### src/rtl/irq_ctl_pkg.sv
package irq_ctl_pkg;

    localparam int NSRC  = 6;
    localparam int IDX_W = $clog2(NSRC);

    localparam int SRC_TICK_FAST = 0;
    localparam int SRC_TICK_SLOW = 1;
    localparam int SRC_EP0       = 2;
    localparam int SRC_EP1       = 3;
    localparam int SRC_GPIO      = 4;
    localparam int SRC_WAKE      = 5;

    typedef enum logic {
        ST_IDLE  = 1'b0,
        ST_OFFER = 1'b1
    } ctl_state_e;

endpackage

### src/rtl/irq_gpio_edge.sv
module irq_gpio_edge #(
    parameter int NPIN = 8
) (
    input  logic            clk,
    input  logic            rst_n,
    input  logic [NPIN-1:0] pin_i,
    input  logic [NPIN-1:0] pol_i,
    input  logic [NPIN-1:0] en_i,
    output logic            hit_o
);

    logic [NPIN-1:0] pin_hit;

    for (genvar g = 0; g < NPIN; g++) begin : g_pin
        logic meta_q, sync_q, last_q;
        logic rise, fall;

        always_ff @(posedge clk) begin
            if (!rst_n) begin
                meta_q <= 1'b0;
                sync_q <= 1'b0;
                last_q <= 1'b0;
            end else begin
                meta_q <= pin_i[g];
                sync_q <= meta_q;
                last_q <= sync_q;
            end
        end

        assign rise       = sync_q & ~last_q;
        assign fall       = ~sync_q & last_q;
        assign pin_hit[g] = en_i[g] & (pol_i[g] ? rise : fall);
    end

    assign hit_o = |pin_hit;

endmodule

### src/rtl/irq_pend_bank.sv
module irq_pend_bank #(
    parameter int N = 6
) (
    input  logic         clk,
    input  logic         rst_n,
    input  logic [N-1:0] evt_i,
    input  logic [N-1:0] en_i,
    input  logic [N-1:0] clr_i,
    output logic [N-1:0] pend_o
);

    for (genvar g = 0; g < N; g++) begin : g_latch
        logic pend_q;

        // a new gated event outranks a clear in the same cycle
        always_ff @(posedge clk) begin
            if (!rst_n)
                pend_q <= 1'b0;
            else if (evt_i[g] && en_i[g])
                pend_q <= 1'b1;
            else if (clr_i[g])
                pend_q <= 1'b0;
        end

        assign pend_o[g] = pend_q;
    end

endmodule

### src/rtl/irq_prio_enc.sv
module irq_prio_enc #(
    parameter int N     = 6,
    parameter int IDX_W = $clog2(N)
) (
    input  logic [N-1:0]     req_i,
    output logic             valid_o,
    output logic [IDX_W-1:0] idx_o
);

    always_comb begin
        valid_o = |req_i;
        idx_o   = '0;
        for (int i = N - 1; i >= 0; i--) begin
            if (req_i[i])
                idx_o = IDX_W'(i);
        end
    end

endmodule

### src/rtl/irq_ctl.sv
module irq_ctl
    import irq_ctl_pkg::*;
#(
    parameter int NPIN  = 8,
    parameter int VEC_W = 12
) (
    input  logic             clk,
    input  logic             rst_n,
    input  logic             tick_fast_i,
    input  logic             tick_slow_i,
    input  logic             ep0_evt_i,
    input  logic             ep1_evt_i,
    input  logic             wake_evt_i,
    input  logic [NPIN-1:0]  pin_i,
    input  logic [NPIN-1:0]  pin_pol_i,
    input  logic [NPIN-1:0]  pin_en_i,
    input  logic [NSRC-1:0]  src_en_i,
    input  logic             insn_done_i,
    input  logic             irq_ack_i,
    input  logic             ret_ie_i,
    output logic             irq_req_o,
    output logic [VEC_W-1:0] vec_o,
    output logic             gie_o
);

    localparam int VEC_STEP = 2;

    ctl_state_e       st_q, st_d;
    logic             gpio_hit;
    logic [NSRC-1:0]  evt, pend, armed, clr;
    logic             win_valid, take, grant;
    logic [IDX_W-1:0] win_idx, sel_q;
    logic             gie_q;

    assign evt = {wake_evt_i, gpio_hit, ep1_evt_i, ep0_evt_i, tick_slow_i, tick_fast_i};

    irq_gpio_edge #(.NPIN(NPIN)) u_gpio (
        .clk   (clk),
        .rst_n (rst_n),
        .pin_i (pin_i),
        .pol_i (pin_pol_i),
        .en_i  (pin_en_i),
        .hit_o (gpio_hit)
    );

    irq_pend_bank #(.N(NSRC)) u_pend (
        .clk    (clk),
        .rst_n  (rst_n),
        .evt_i  (evt),
        .en_i   (src_en_i),
        .clr_i  (clr),
        .pend_o (pend)
    );

    assign armed = pend & src_en_i;

    irq_prio_enc #(.N(NSRC), .IDX_W(IDX_W)) u_prio (
        .req_i   (armed),
        .valid_o (win_valid),
        .idx_o   (win_idx)
    );

    assign take  = (st_q == ST_IDLE) && insn_done_i && gie_q && win_valid;
    assign grant = (st_q == ST_OFFER) && irq_ack_i;

    // next state
    always_comb begin
        st_d = st_q;
        unique case (st_q)
            ST_IDLE:  if (take)  st_d = ST_OFFER;
            ST_OFFER: if (grant) st_d = ST_IDLE;
            default:             st_d = ST_IDLE;
        endcase
    end

    // state register
    always_ff @(posedge clk) begin
        if (!rst_n)
            st_q <= ST_IDLE;
        else
            st_q <= st_d;
    end

    always_ff @(posedge clk) begin
        if (!rst_n)
            sel_q <= '0;
        else if (take)
            sel_q <= win_idx;
    end

    always_ff @(posedge clk) begin
        if (!rst_n)
            gie_q <= 1'b0;
        else if (grant)
            gie_q <= 1'b0;
        else if (ret_ie_i)
            gie_q <= 1'b1;
    end

    always_comb begin
        clr = '0;
        for (int i = 0; i < NSRC; i++) begin
            if (grant && (sel_q == IDX_W'(i)))
                clr[i] = 1'b1;
        end
    end

    // outputs
    always_comb begin
        irq_req_o = 1'b0;
        vec_o     = '0;
        unique case (st_q)
            ST_IDLE: ;
            ST_OFFER: begin
                irq_req_o = 1'b1;
                vec_o     = VEC_W'((int'(sel_q) + 1) * VEC_STEP);
            end
            default: ;
        endcase
    end

    assign gie_o = gie_q;

endmodule

### config.mk
export PLATFORM = sky130hd
export DESIGN_NAME = irq_ctl
export DESIGN_NICKNAME = d
export VERILOG_FILES = /design/src/rtl/irq_ctl_pkg.sv /design/src/rtl/irq_gpio_edge.sv /design/src/rtl/irq_pend_bank.sv /design/src/rtl/irq_prio_enc.sv /design/src/rtl/irq_ctl.sv
export SDC_FILE = /design/constraint.sdc
export NUM_CORES = 1
export LEC_CHECK = 0
export ABC_AREA = 1
export BUFFER_PORTS_ARGS = -buffer_cell sky130_fd_sc_hd__buf_2
export CAP_MARGIN = 20
export CORE_MARGIN = 2
export CORE_UTILIZATION = 49
export CTS_CLUSTER_SIZE = 30
export DETAILED_ROUTE_END_ITERATION = 7
export GPL_TIMING_DRIVEN = 0
export MAX_ROUTING_LAYER = met4
export PLACE_DENSITY_LB_ADDON = 0.25
export REMOVE_ABC_BUFFERS = 1
export SYNTH_ARGS = -nofsm -noshare
export SYNTH_HDL_FRONTEND = slang
export SYNTH_SLANG_ARGS = --single-unit
### constraint.sdc
create_clock -name clk -period 1.2 [get_ports clk]
set_input_delay 0.12 -clock clk [delete_from_list [all_inputs] [get_ports clk]]
set_output_delay 0.12 -clock clk [all_outputs]
set_load 0.05 [all_outputs]
Word-level counts from Yosys, hierarchy flattened:

Index checks and enable logic that the tools add are counted.

* output and inout port bits: 14
* bits in registers: 35
* logic and storage cells: 145
* input bits: 40

* reductions and logical operators: 26
* add/sub/neg operators: 1
* bitwise logic cells: 43
* multiplexer cells: 37
* eq/ne operators: 5

Operator list (number)
* 2-to-1 mux 1 bit: 29
* bitwise AND 1 bit: 24
* 2-to-1 mux 3 bit: 6
* inverter 1 bit: 18
* logical AND 1 bit: 16
* nonzero test 2 bit: 6
* OR reduction 8 bit: 1
* bitwise AND 6 bit: 1
* == test 3 x 2 -> 1 bit, second input constant: 2
* == test 3 bit, second input constant: 2
* OR reduction 6 bit: 1
* 2-to-1 mux 5 bit: 1
* adder 3 x 1 -> 4 bit, second input constant: 1
* == test 3 x 1 -> 1 bit, second input constant: 1
* logical NOT 3 bit: 1
* one-hot mux 1 bit (2 select lines): 1
* OR reduction 2 bit: 1

Longest topological paths before layout:

Gate-level depths: netlist of run 1.

* depth in word-level cells: 7
* depth in mapped cells: 9
* depth with buffers taken out: 9

Hierarchy:

Synthesis of run 1 repeated with hierarchy kept, for this count alone.

* cells, all modules: 260
* area, all modules: 1737.9 µm²

By module, submodules not included
* irq_gpio_edge: area each 933.4 µm², times used 1, cells each 131, sequential area each 480.5 µm²
* irq_ctl: area each 465.4 µm², times used 1, cells each 77, sequential area each 100.1 µm²
* irq_pend_bank: area each 266.5 µm², times used 1, cells each 37, sequential area each 120.1 µm²
* irq_prio_enc: area each 72.6 µm², times used 1, cells each 15, sequential area each 0.0 µm²

Worst setup path after synthesis of run 1:

No wires, ideal clock.

* path type: register to output
* from: register st_q
* to: output vec_o[4]
* arrival time: 2.234 ns
* data required time: 1.080 ns
* slack: -1.154 ns
* stages on the path, launching flop included: 3
* buffers on the path: 0
* path through: dfxtp_1 inv_2 nor4_1

* cells in the longest elaborated chain, start to end: 1

Ends and longest elaborated chain
* start, declared: line irq_ctl.sv:28 `ctl_state_e st_q, st_d;`
* start signal, assigned: line irq_ctl.sv:81 `st_q <= st_d;`
* 2-to-1 mux 5 bit: line irq_ctl.sv:112 `unique case (st_q)`
* end, declared: line irq_ctl.sv:22 `output logic [VEC_W-1:0] vec_o,`

No other way between the ends.

Final worst setup path of run 1:

* from: register sel_q[0]
* to: output vec_o[3]

* cells in the longest elaborated chain, start to end: 2

Ends and longest elaborated chain
* start, declared: line irq_ctl.sv:32 `logic [IDX_W-1:0] win_idx, sel_q;`
* start signal, assigned: line irq_ctl.sv:88 `sel_q <= win_idx;`
* adder 3 x 1 -> 4 bit: line irq_ctl.sv:116 `vec_o = VEC_W'((int'(sel_q) + 1) * VEC_STEP);`
* 2-to-1 mux 5 bit: line irq_ctl.sv:112

No other way between the ends.

==> results of run 1 <==
placed cells by master, fill, tap and decap left out, types with 2 or more instances in the layout:
master,netlist,routed
o21ai_0,6,6
o21bai_1,4,4
dfxtp_4,0,3
a21oi_1,9,8
buf_6,0,3
inv_1,45,41
buf_2,2,40
dfxtp_1,35,31
nand3_1,10,10
nor2_1,8,6
clkbuf_4,0,6
dlygate4sd3_1,0,8
conb_1,1,8
nor2_4,0,2
nand2_1,80,80
o21ai_2,2,2
ha_4,0,2
buf_8,0,2
ha_1,5,3
buf_4,9,2
inv_2,1,3
worst paths after layout:
check	startpoint	to	cells after the start
setup / recovery	sel_q[0]	vec_o[3]	4
hold / removal	ret_ie_i	gie_o	3
setup reg to reg	st_q	sel_q[0]	7
hold reg to reg	u_gpio.g_pin[6].meta_q	u_gpio.g_pin[6].sync_q	2
repair_timing:
| item | 4_1_cts | 5_1_grt |
|---|---|---|
| hold buffers | 8 | 0 |
| resized for setup | 18 | 19 |
| gates cloned | 0 | 0 |
| setup endpoints to repair | 4 | 4 |
| buffers inserted | 2 | 1 |
| hold endpoints to repair | 8 | 0 |
| pin swaps | 4 | 5 |
cell families after synthesis:
kind of cell	count (synthesis)	share of synthesized area [%]
adders and majority gates	5	4.01
DFF	35	44.9
buffers and inverters	57	16.0
other	1	0.240
and+or+nand+nor	103	26.7
AOI/OAI and AO/OA	22	8.17
stage by stage:
| stage | util [%] | power (mW) | setup slack [ns] |
|---|---|---|---|
| 2_1_floorplan | - | 1.48 | -1.15 |
| 3_3_place_gp | 58.6 | 1.59 | -0.121 |
| 3_5_place_dp | 58.6 | 1.60 | -0.130 |
| 4_1_cts | 66.8 | 2.50 | -0.273 |
| 5_1_grt | 68.9 | 2.60 | -0.299 |
| 6_report | 68.9 | 2.50 | -0.270 |
sequential cells by signal, summed over array words and instances, names as in the netlist:
name                   flops
u_gpio.g_pin.last_q        8
u_gpio.g_pin.meta_q        8
u_gpio.g_pin.sync_q        8
u_pend.g_latch.pend_q      6
sel_q                      3
gie_o                      1
st_q                       1
power by group through the flow:
| stage | combinational (mW) | clock [mW] | sequential (mW) |
|---|---|---|---|
| final | 0.378 | 0.872 | 1.25 |
| after floorplan | 0.198 | 0 | 1.28 |
| after detailed placement | 0.325 | 0 | 1.27 |
| after global routing | 0.421 | 0.929 | 1.25 |
| after global placement | 0.318 | 0 | 1.27 |
| after CTS | 0.362 | 0.895 | 1.24 |
Yosys cell counts (all sizes together):
library cell,number
dfxtp,35
conb,1
nand4,1
buf,11
o21ai,9
nor2,8
inv,46
ha,5
nor4,1
o21bai,4
nand2,82
a21oi,9
and3,1
nand3,10
worst reg2reg max path, delay by kind of cell (launching register included):
family / cells / cell delay [ns]
AO/OA/AOI/OAI: 2 / 0.17
buffers and inverters: 2 / 0.20
AND/OR/NAND/NOR: 3 / 0.37
flip-flops: 1 / 0.35
per-layer routing:
layer | part of all wire (%) | vias to the layer above | global-route usage (%)
met5 | 0 | - | -
met4 | 1.4 | 0 | 8.07
met3 | 6.9 | 6 | 6.82
met2 | 52 | 41 | 32.3
met1 | 40 | 596 | 19.3
li1 | - | 763 | -
area by class of cell:
type / count / area share [%]
flip-flops and latches: 35 / 33.9
multi-input cells: 138 / 33.3
repair buffers: 56 / 17.4
inverters: 46 / 8.57
well taps: 44 / 2.62
clock buffers: 6 / 2.44
clock inverters: 2 / 1.67
==> impl_metrics.toml, run 1 <==
[outcome]
status = "finished with violations"
violations = "setup timing"

[layout]
fillers = 287
final_nets = 327
antenna_cells = 0
synthToLayoutAreaGrowth_pct = 34.6
multi_input_area_um2 = 701
drive_above_1_share_pct = 26.9
final_cells = 327
regArea_um2 = 713
postLayoutCellArea_um2 = 2100

[cts]
cts_buffers = 5
clkLatencyLatePin_ns = 0.34
cts.htree.levels = 2
cts_root_buf = "clkbuf_4"
clockBufferDepth = 2
numClockSinks = 35
path_clk_slew_ns = 0.10
cts_tree = "yes"

[setup_path]
path_cells = "ha_4, ha_4, nor2_4, buf_8"
critPathMaxFanout = 3
cpMaxStageDelayCell = "dfxtp_4"
crit_path_start_kind = "register"
reg2reg_setup_slack_ns = 0.04
critical-path-top-cell-by-count = "ha_4"
path_buf_inv = 1
cp_top_family = "flip-flops"
worstSetupPathType = "reg -> out"
end_kind = "primary output"
cp.required_ns = 1.08
cp.arrival_ns = 1.35
max_stage_delay_ns = 0.38

[logic_synthesis]
yosysWarningCount = 0
yosysTopAreaCell = "dfxtp_1"
seq_area_frac_synth_pct = 44.9
synth.distinct_cells = 19
netlist_area_um2 = 1560
yosysTopAreaCellShare_pct = 44.9
ys_ff_latch = 35
syn_avg_cell_area_um2 = 7.00
yosys-top-cells-area = "dfxtp_1, nand2_1, inv_1"
syn_inst = 223

[power]
p_leak_nw = 1.18
irDropWorstVdd_mv = 0.796
p_seq_share_pct = 49.9
swShare_pct = 25.6
intPower_mw = 1.86
clockPowerShare_pct = 34.9
p_comb_share_pct = 15.1
switchingPower_uw = 640
p_per_area_nw_per_um2 = 1190

[flow_run]
max_cap_violations = 0

[routing]
drt-initial-drc-count = 29
vias = 1406
ant_nets = 0
dr.pass1.iters = 4
post_drt_wl_per_cell_um = 9.54
finalWirelength_um = 3120
via_per_inst = 4.30
drc = 0

[floorplanning]
core_um2 = 3050
die_h_um = 60.5
initial_core_util_pct = 51.1
dieArea_um2 = 3650
pin_count = 54
num_rows = 20
die_w_um = 60.5

[place]
port_buffers = 45
dpl_cell_area_um2 = 1790
hpwlAfterDp_um = 2110
routabilityCongestion = 0.844
dp_cells = 308

[global_routing]
grt_usage_pct = 18.8
gr-total-overflow = 0
first_global_vias = 1180
antenna_found_initial = 0
grt_pass1_wl_um = 4790
grt_max_degree = 29

[sta]
rsz0062_at_grt = "true"
fin_crit_ns = 1.47
timing.final.crit_share_pct = 123
tns_ns = -0.785
finalSetupViolations = 4
hold_viol = 0
setup_ws_ns = -0.270
maxSlewViolCount = 0
fin_skew_ns = 0.00730
whs_ns = 0.0131
clock.fmax_mhz = 680

[hold_path]
hold_class = "in -> reg"
Power figures use the tool's default switching activity.
==> run 2, diff against run 1 <==
--- a/config.mk
+++ b/config.mk
@@ -9,13 +9,13 @@
 export BUFFER_PORTS_ARGS = -buffer_cell sky130_fd_sc_hd__buf_2
 export CAP_MARGIN = 20
 export CORE_MARGIN = 2
-export CORE_UTILIZATION = 49
+export CORE_UTILIZATION = 50
 export CTS_CLUSTER_SIZE = 30
 export DETAILED_ROUTE_END_ITERATION = 7
 export GPL_TIMING_DRIVEN = 0
-export MAX_ROUTING_LAYER = met4
 export PLACE_DENSITY_LB_ADDON = 0.25
 export REMOVE_ABC_BUFFERS = 1
 export SYNTH_ARGS = -nofsm -noshare
 export SYNTH_HDL_FRONTEND = slang
+export SYNTH_HIERARCHICAL = 1
 export SYNTH_SLANG_ARGS = --single-unit
==> run 2 against run 1 <==
Compared with the run above:
- the flow finishes with violations (hold timing, setup timing)
- area after synthesis increased by 11%
- routed wire length up 7.0%
- power down 2.1%
- sequential share of layout area shrank 1.9 points
- count of clock-buffer cells in the layout is 1 higher
- core utilization fell by 1.8 points
- maximum frequency decreased by 1.0%
- first-iteration DRC count up 6.9%
- clock power shrank 14%
- critical endpoint unchanged
- highest routed layer unchanged
==> impl_metrics.toml, run 2 <==
[routing]
post_drt_wl_per_cell_um = 9.20
ant_nets = 0
vias = 1541
dr.pass1.iters = 6
drt-initial-drc-count = 31
finalWirelength_um = 3340
via_per_inst = 4.25
drc = 0

[global_routing]
grt_pass1_wl_um = 5740
gr-total-overflow = 0
antenna_found_initial = 0
grt_max_degree = 31
first_global_vias = 1402
grt_usage_pct = 18.5

[power]
irDropWorstVdd_mv = 0.664
p_per_area_nw_per_um2 = 1090
p_leak_nw = 1.25

[sta]
setup_ws_ns = -0.285
rsz0062_at_grt = "true"
slew_headroom_pct = 64.3
tns_ns = -0.804
fin_skew_ns = 0.0153
maxSlewViolCount = 0
fin_crit_ns = 1.49
clock.fmax_mhz = 673
finalSetupViolations = 5
worstMarginPinSlew_ns = 0.535
whs_ns = -0.00311
timing.final.crit_share_pct = 124
hold_viol = 2

[setup_path]
r2r_cells = 10
r2r-start = "u_pend/g_latch[2].pend_q"
path_cells = "ha_4, ha_4, nor2_4, buf_6"
crit_path_start_kind = "register"
cp.arrival_ns = 1.37
critPathMaxFanout = 3
startpoint = "sel_q[0]"
end_kind = "primary output"
cp.required_ns = 1.08
cpMaxStageDelayCell = "dfxtp_4"
max_stage_delay_ns = 0.37
reg2reg_setup_slack_ns = -0.02
critical-path-top-cell-by-count = "ha_4"
worstReg2RegEnd = "sel_q[2]"
worstSetupPathType = "reg -> out"

[logic_synthesis]
ys.flop_type = "dfxtp_1"
yosys-top-cells-area = "dfxtp_1, nand2_1, inv_1"
synthAdderAreaFrac_pct = 3.60
synth_xor_area_share_pct = 0
synth_compound_area_share_pct = 5.04
ys_ff_latch = 35
synthArstFlopShare_pct = 0
synth_most_common_cell = "nand2_1"
netlist_area_um2 = 1740
synth-edff-count = 0
syn_avg_cell_area_um2 = 6.68
yosysWarningCount = 6
syn_inst = 260
synth.distinct_cells = 19
yosysTopAreaCellShare_pct = 40.3
seq_area_frac_synth_pct = 40.3
yosysTopAreaCell = "dfxtp_1"
synth_top_family_by_area = "simple AND/OR/NAND/NOR gates"
synth_common_cells = "nand2_1, inv_1, dfxtp_1, nor2_1, buf_4"
synth.area.mux_share_pct = 0
yosys.area_share.simple_pct = 28.4

[cts]
cts.htree.levels = 2
clkLatencyLatePin_ns = 0.35
clockBufferDepth = 2
cts_buffers = 5
cts_root_buf = "clkbuf_4"
numClockSinks = 35
path_clk_slew_ns = 0.12
cts_tree = "yes"

[layout]
drive_above_1_share_pct = 30.3
postLayoutCellArea_um2 = 2240
final_cells = 363
reg_top3 = "u_gpio/g_pin.last_q: 8 flops, u_gpio/g_pin.meta_q: 8 flops, u_gpio/g_pin.sync_q: 8 flops"
final_nets = 361
antenna_cells = 0
final_cell_mix = "nand2_1, inv_1, buf_2"
synthToLayoutAreaGrowth_pct = 28.8
layout_commonest_cell = "nand2_1"

[place]
port_buffers = 45
hpwlAfterDp_um = 2250
routabilityCongestion = 0.769
dp_cells = 342
dpl_cell_area_um2 = 1920

[outcome]
violations = "hold timing, setup timing"
status = "finished with violations"

[floorplanning]
num_rows = 21
die_w_um = 63.0
dieArea_um2 = 3960
die_h_um = 63.0
pin_count = 54
core_um2 = 3340
initial_core_util_pct = 52.1

[hold_path]
worstHoldEndpoint = "u_pend/g_latch[2].pend_q"
min-delay-start = "ep0_evt_i"
hold_class = "in -> reg"
min_path_cells = 3

[flow_run]
max_cap_violations = 0
[run 2: changes by cell type after synthesis, moves of 2 or more]
cell / delta
nand3_2: +3
nor3_1: +5
buf_6: +2
nor2_2: +3
o21ai_0: -4
nor2_1: +8
inv_1: +23
o21ai_2: -2
buf_2: -2
buf_4: +5
[run 2: final cells by class]
cell class | count | area, um2
Inverter | 70 | 263
Tap cell | 46 | 57.6
Sequential cell | 35 | 717
Clock buffer | 7 | 65.1
Timing Repair Buffer | 58 | 370
Clock inverter | 1 | 7.51
Multi-Input combinational cell | 146 | 758
Fill cell | 319 | 1100
[run 2: where the power goes]
group	internal [mW]	total [mW]	switching (mW)
Combinational	0.173	0.437	0.264
Sequential	1.22	1.25	0.0333
Clock	0.342	0.754	0.412
[run 2: how the worst max path moves through the flow]
stage / endpoint / slack (ns)
2_1_floorplan: vec_o[4] / -0.42
3_3_place_gp: vec_o[3] / -0.12
3_5_place_dp: vec_o[3] / -0.14
4_1_cts: vec_o[3] / -0.29
5_1_grt: vec_o[3] / -0.32
6_report: vec_o[3] / -0.29
[run 2: routing by layer]
metal / part of all wire, % / GRT usage, %
met1: 44 / 21.6
met2: 49 / 31.9
met3: 4.8 / 3.24
met4: 2.0 / 10.0
met5: 0 / 0
[run 2: cells by family after synthesis]
family / Yosys count
AOI/OAI and AO/OA: 15
adders and majority gates: 5
buffers and inverters: 86
DFF: 35
other: 1
and+or+nand+nor: 118
[run 2: metrics by stage]
stage | worst slack [ns] | power (mW) | utilization, %
after floorplan | -0.422 | 1.51 | -
after global placement | -0.124 | 1.63 | 57.5
after detailed placement | -0.139 | 1.64 | 57.5
after CTS | -0.286 | 2.42 | 65.1
after global routing | -0.321 | 2.57 | 67.1
final | -0.285 | 2.44 | 67.1
[run 2: worst max-delay path: cells and delay by family, from the launching register on]
kind                       cells  cell delay (ns)
adders and majority gates      2             0.40
buffers and inverters          1             0.16
DFF                            1             0.37
and+or+nand+nor                1             0.08
[run 2: timing repair]
| action | 4_1_cts | 5_1_grt |
|---|---|---|
| pin swaps | 6 | 10 |
| setup endpoints to repair | 8 | 11 |
| buffers inserted | 2 | 2 |
| endpoints found under the hold margin | 9 | 0 |
| hold buffers | 9 | 0 |
| gates resized for setup | 21 | 24 |
==> run 3, diff against run 2 <==
--- a/config.mk
+++ b/config.mk
@@ -7,9 +7,9 @@
 export LEC_CHECK = 0
 export ABC_AREA = 1
 export BUFFER_PORTS_ARGS = -buffer_cell sky130_fd_sc_hd__buf_2
-export CAP_MARGIN = 20
-export CORE_MARGIN = 2
-export CORE_UTILIZATION = 50
+export CAP_MARGIN = 10
+export CORE_MARGIN = 8
+export CORE_UTILIZATION = 54
 export CTS_CLUSTER_SIZE = 30
 export DETAILED_ROUTE_END_ITERATION = 7
 export GPL_TIMING_DRIVEN = 0
==> constraint.sdc (replaced) <==
create_clock -name clk -period 1.8 [get_ports clk]
set_input_delay 0.18 -clock clk [delete_from_list [all_inputs] [get_ports clk]]
set_output_delay 0.18 -clock clk [all_outputs]
set_load 0.05 [all_outputs]
==> run 3 against run 2 <==
Compared with the run above:
- power fell by 33%
- largest power group unchanged
- clock skew fell by 0.010 ns
- combinational power fell by 46%
- critical path depth did not move
- non-clock buffer count fell by 13
- cell count fell by 4.1%
- setup slack improved by 0.40 ns
- register-to-register slack improved by 0.58 ns
- die area rose by 33%
- the run now ends clean
- routed wire length fell by 5.7%
- design area fell by 11%
==> impl_metrics.toml, run 3 (synthesized netlist as in run 2, its figures left out) <==
[cts]
path_clk_slew_ns = 0.11
clkLatencyLatePin_ns = 0.33
numClockSinks = 35
cts.htree.levels = 2
cts_hold_buf = 0
cts_buffers = 5
cts_root_buf = "clkbuf_4"
clockBufferDepth = 2
cts_tree = "yes"

[global_routing]
gr-total-overflow = 0
grt_max_degree = 31
first_global_vias = 1425
grt_usage_pct = 12.8
grt_pass1_wl_um = 5460
antenna_found_initial = 0

[sta]
maxSlewViolCount = 0
timing.final.crit_share_pct = 93.5
rsz0062_at_grt = "false"
worstMarginPinSlew_ns = 0.518
fin_skew_ns = 0.00485
hold_viol = 0
slew_headroom_pct = 65.5
fin_crit_ns = 1.68
finalSetupViolations = 0
tns_ns = 0
clock.fmax_mhz = 594
setup_ws_ns = 0.116

[layout]
reg_top3 = "u_gpio/g_pin.last_q: 8 flops, u_gpio/g_pin.meta_q: 8 flops, u_gpio/g_pin.sync_q: 8 flops"
final_nets = 348
final_cell_mix = "nand2_1, inv_1, buf_2"
synthToLayoutAreaGrowth_pct = 15.2
drive_above_1_share_pct = 20.7
layout_commonest_cell = "nand2_1"
antenna_cells = 0

[setup_path]
end_kind = "primary output"
cp.required_ns = 1.62
worstSetupPathType = "reg -> out"
critPathMaxFanout = 6
cp.arrival_ns = 1.50
crit_path_start_kind = "register"

[routing]
via_per_inst = 4.24
vias = 1475
post_drt_wl_per_cell_um = 9.04
drt-initial-drc-count = 40
dr.pass1.iters = 4
ant_nets = 0
drc = 0
finalWirelength_um = 3150

[place]
pre_cts_ws_ns = 0.392
routabilityCongestion = 0.802
hpwlAfterDp_um = 2520
port_buffers = 45

[floorplanning]
dieArea_um2 = 5290
core_um2 = 3050
initial_core_util_pct = 56.9
die_w_um = 72.7
die_h_um = 72.7
pin_count = 54
num_rows = 20

[flow_run]
max_cap_violations = 0

[hold_path]
hold_class = "in -> reg"

[power]
p_per_area_nw_per_um2 = 813
p_leak_nw = 1.20
irDropWorstVdd_mv = 0.574

[outcome]
status = "complete, no violations"
run 3: where the power goes:
group	switching, mW	total (mW)	internal (mW)	leakage [nW]
Combinational	0.151	0.237	0.0859	0.862
Sequential	0.0214	0.834	0.813	0.289
Clock	0.265	0.557	0.292	0.0452
Total	0.437	1.63	1.19	1.20
run 3: stage by stage:
stage               hold slack (ns)  power, mW  instances  utilization, %  cell area [um2]
global route                0.00820       1.72        348            65.6             2000
floorplan                     0.273       1.01        251               -             1640
CTS                         0.00305       1.65        348            65.5             2000
finish                       0.0231       1.63        348            65.6             2000
global placement              0.360       1.08        340            62.8             1920
detailed placement            0.366       1.09        340            62.8             1920
run 3: final cells by class:
type | instances | area (um2)
repair buffers | 45 | 228
well taps | 44 | 55.1
clock buffers | 5 | 37.5
clock inverters | 3 | 43.8
multi-input cells | 146 | 673
flip-flops and latches | 35 | 702
fillers | 309 | 1050
inverters | 70 | 263
run 3: worst paths after layout:
kind / from / slack (ns) / cells after the start / to
worst min-delay path: pin_i[6] / 0.02 / 3 / u_gpio/g_pin[6].meta_q
worst max register to register: u_pend/g_latch[4].pend_q / 0.56 / 9 / sel_q[0]
worst min register to register: u_gpio/g_pin[2].meta_q / 0.42 / 2 / u_gpio/g_pin[2].sync_q
worst max-delay path: sel_q[0] / 0.12 / 4 / vec_o[3]
run 3: worst max-delay path, stage by stage (launching register included):
cell     delay, ns
dfxtp_2       0.37
ha_1          0.20
ha_1          0.28
nor2_1        0.12
buf_4         0.21
run 3: repair_timing:
item                       CTS  global route
setup endpoints to repair    1             2
buffers inserted             0             0
gates resized for setup      1             1
run 3: per-layer routing:
layer,routed length [um],vias up,track usage (%),part of all wire [%]
met5,0,-,0,0
met4,44,0,6.00,1.4
met3,197,4,4.67,6.3
met2,1550,30,22.8,49
met1,1360,627,12.9,43
li1,-,814,-,-
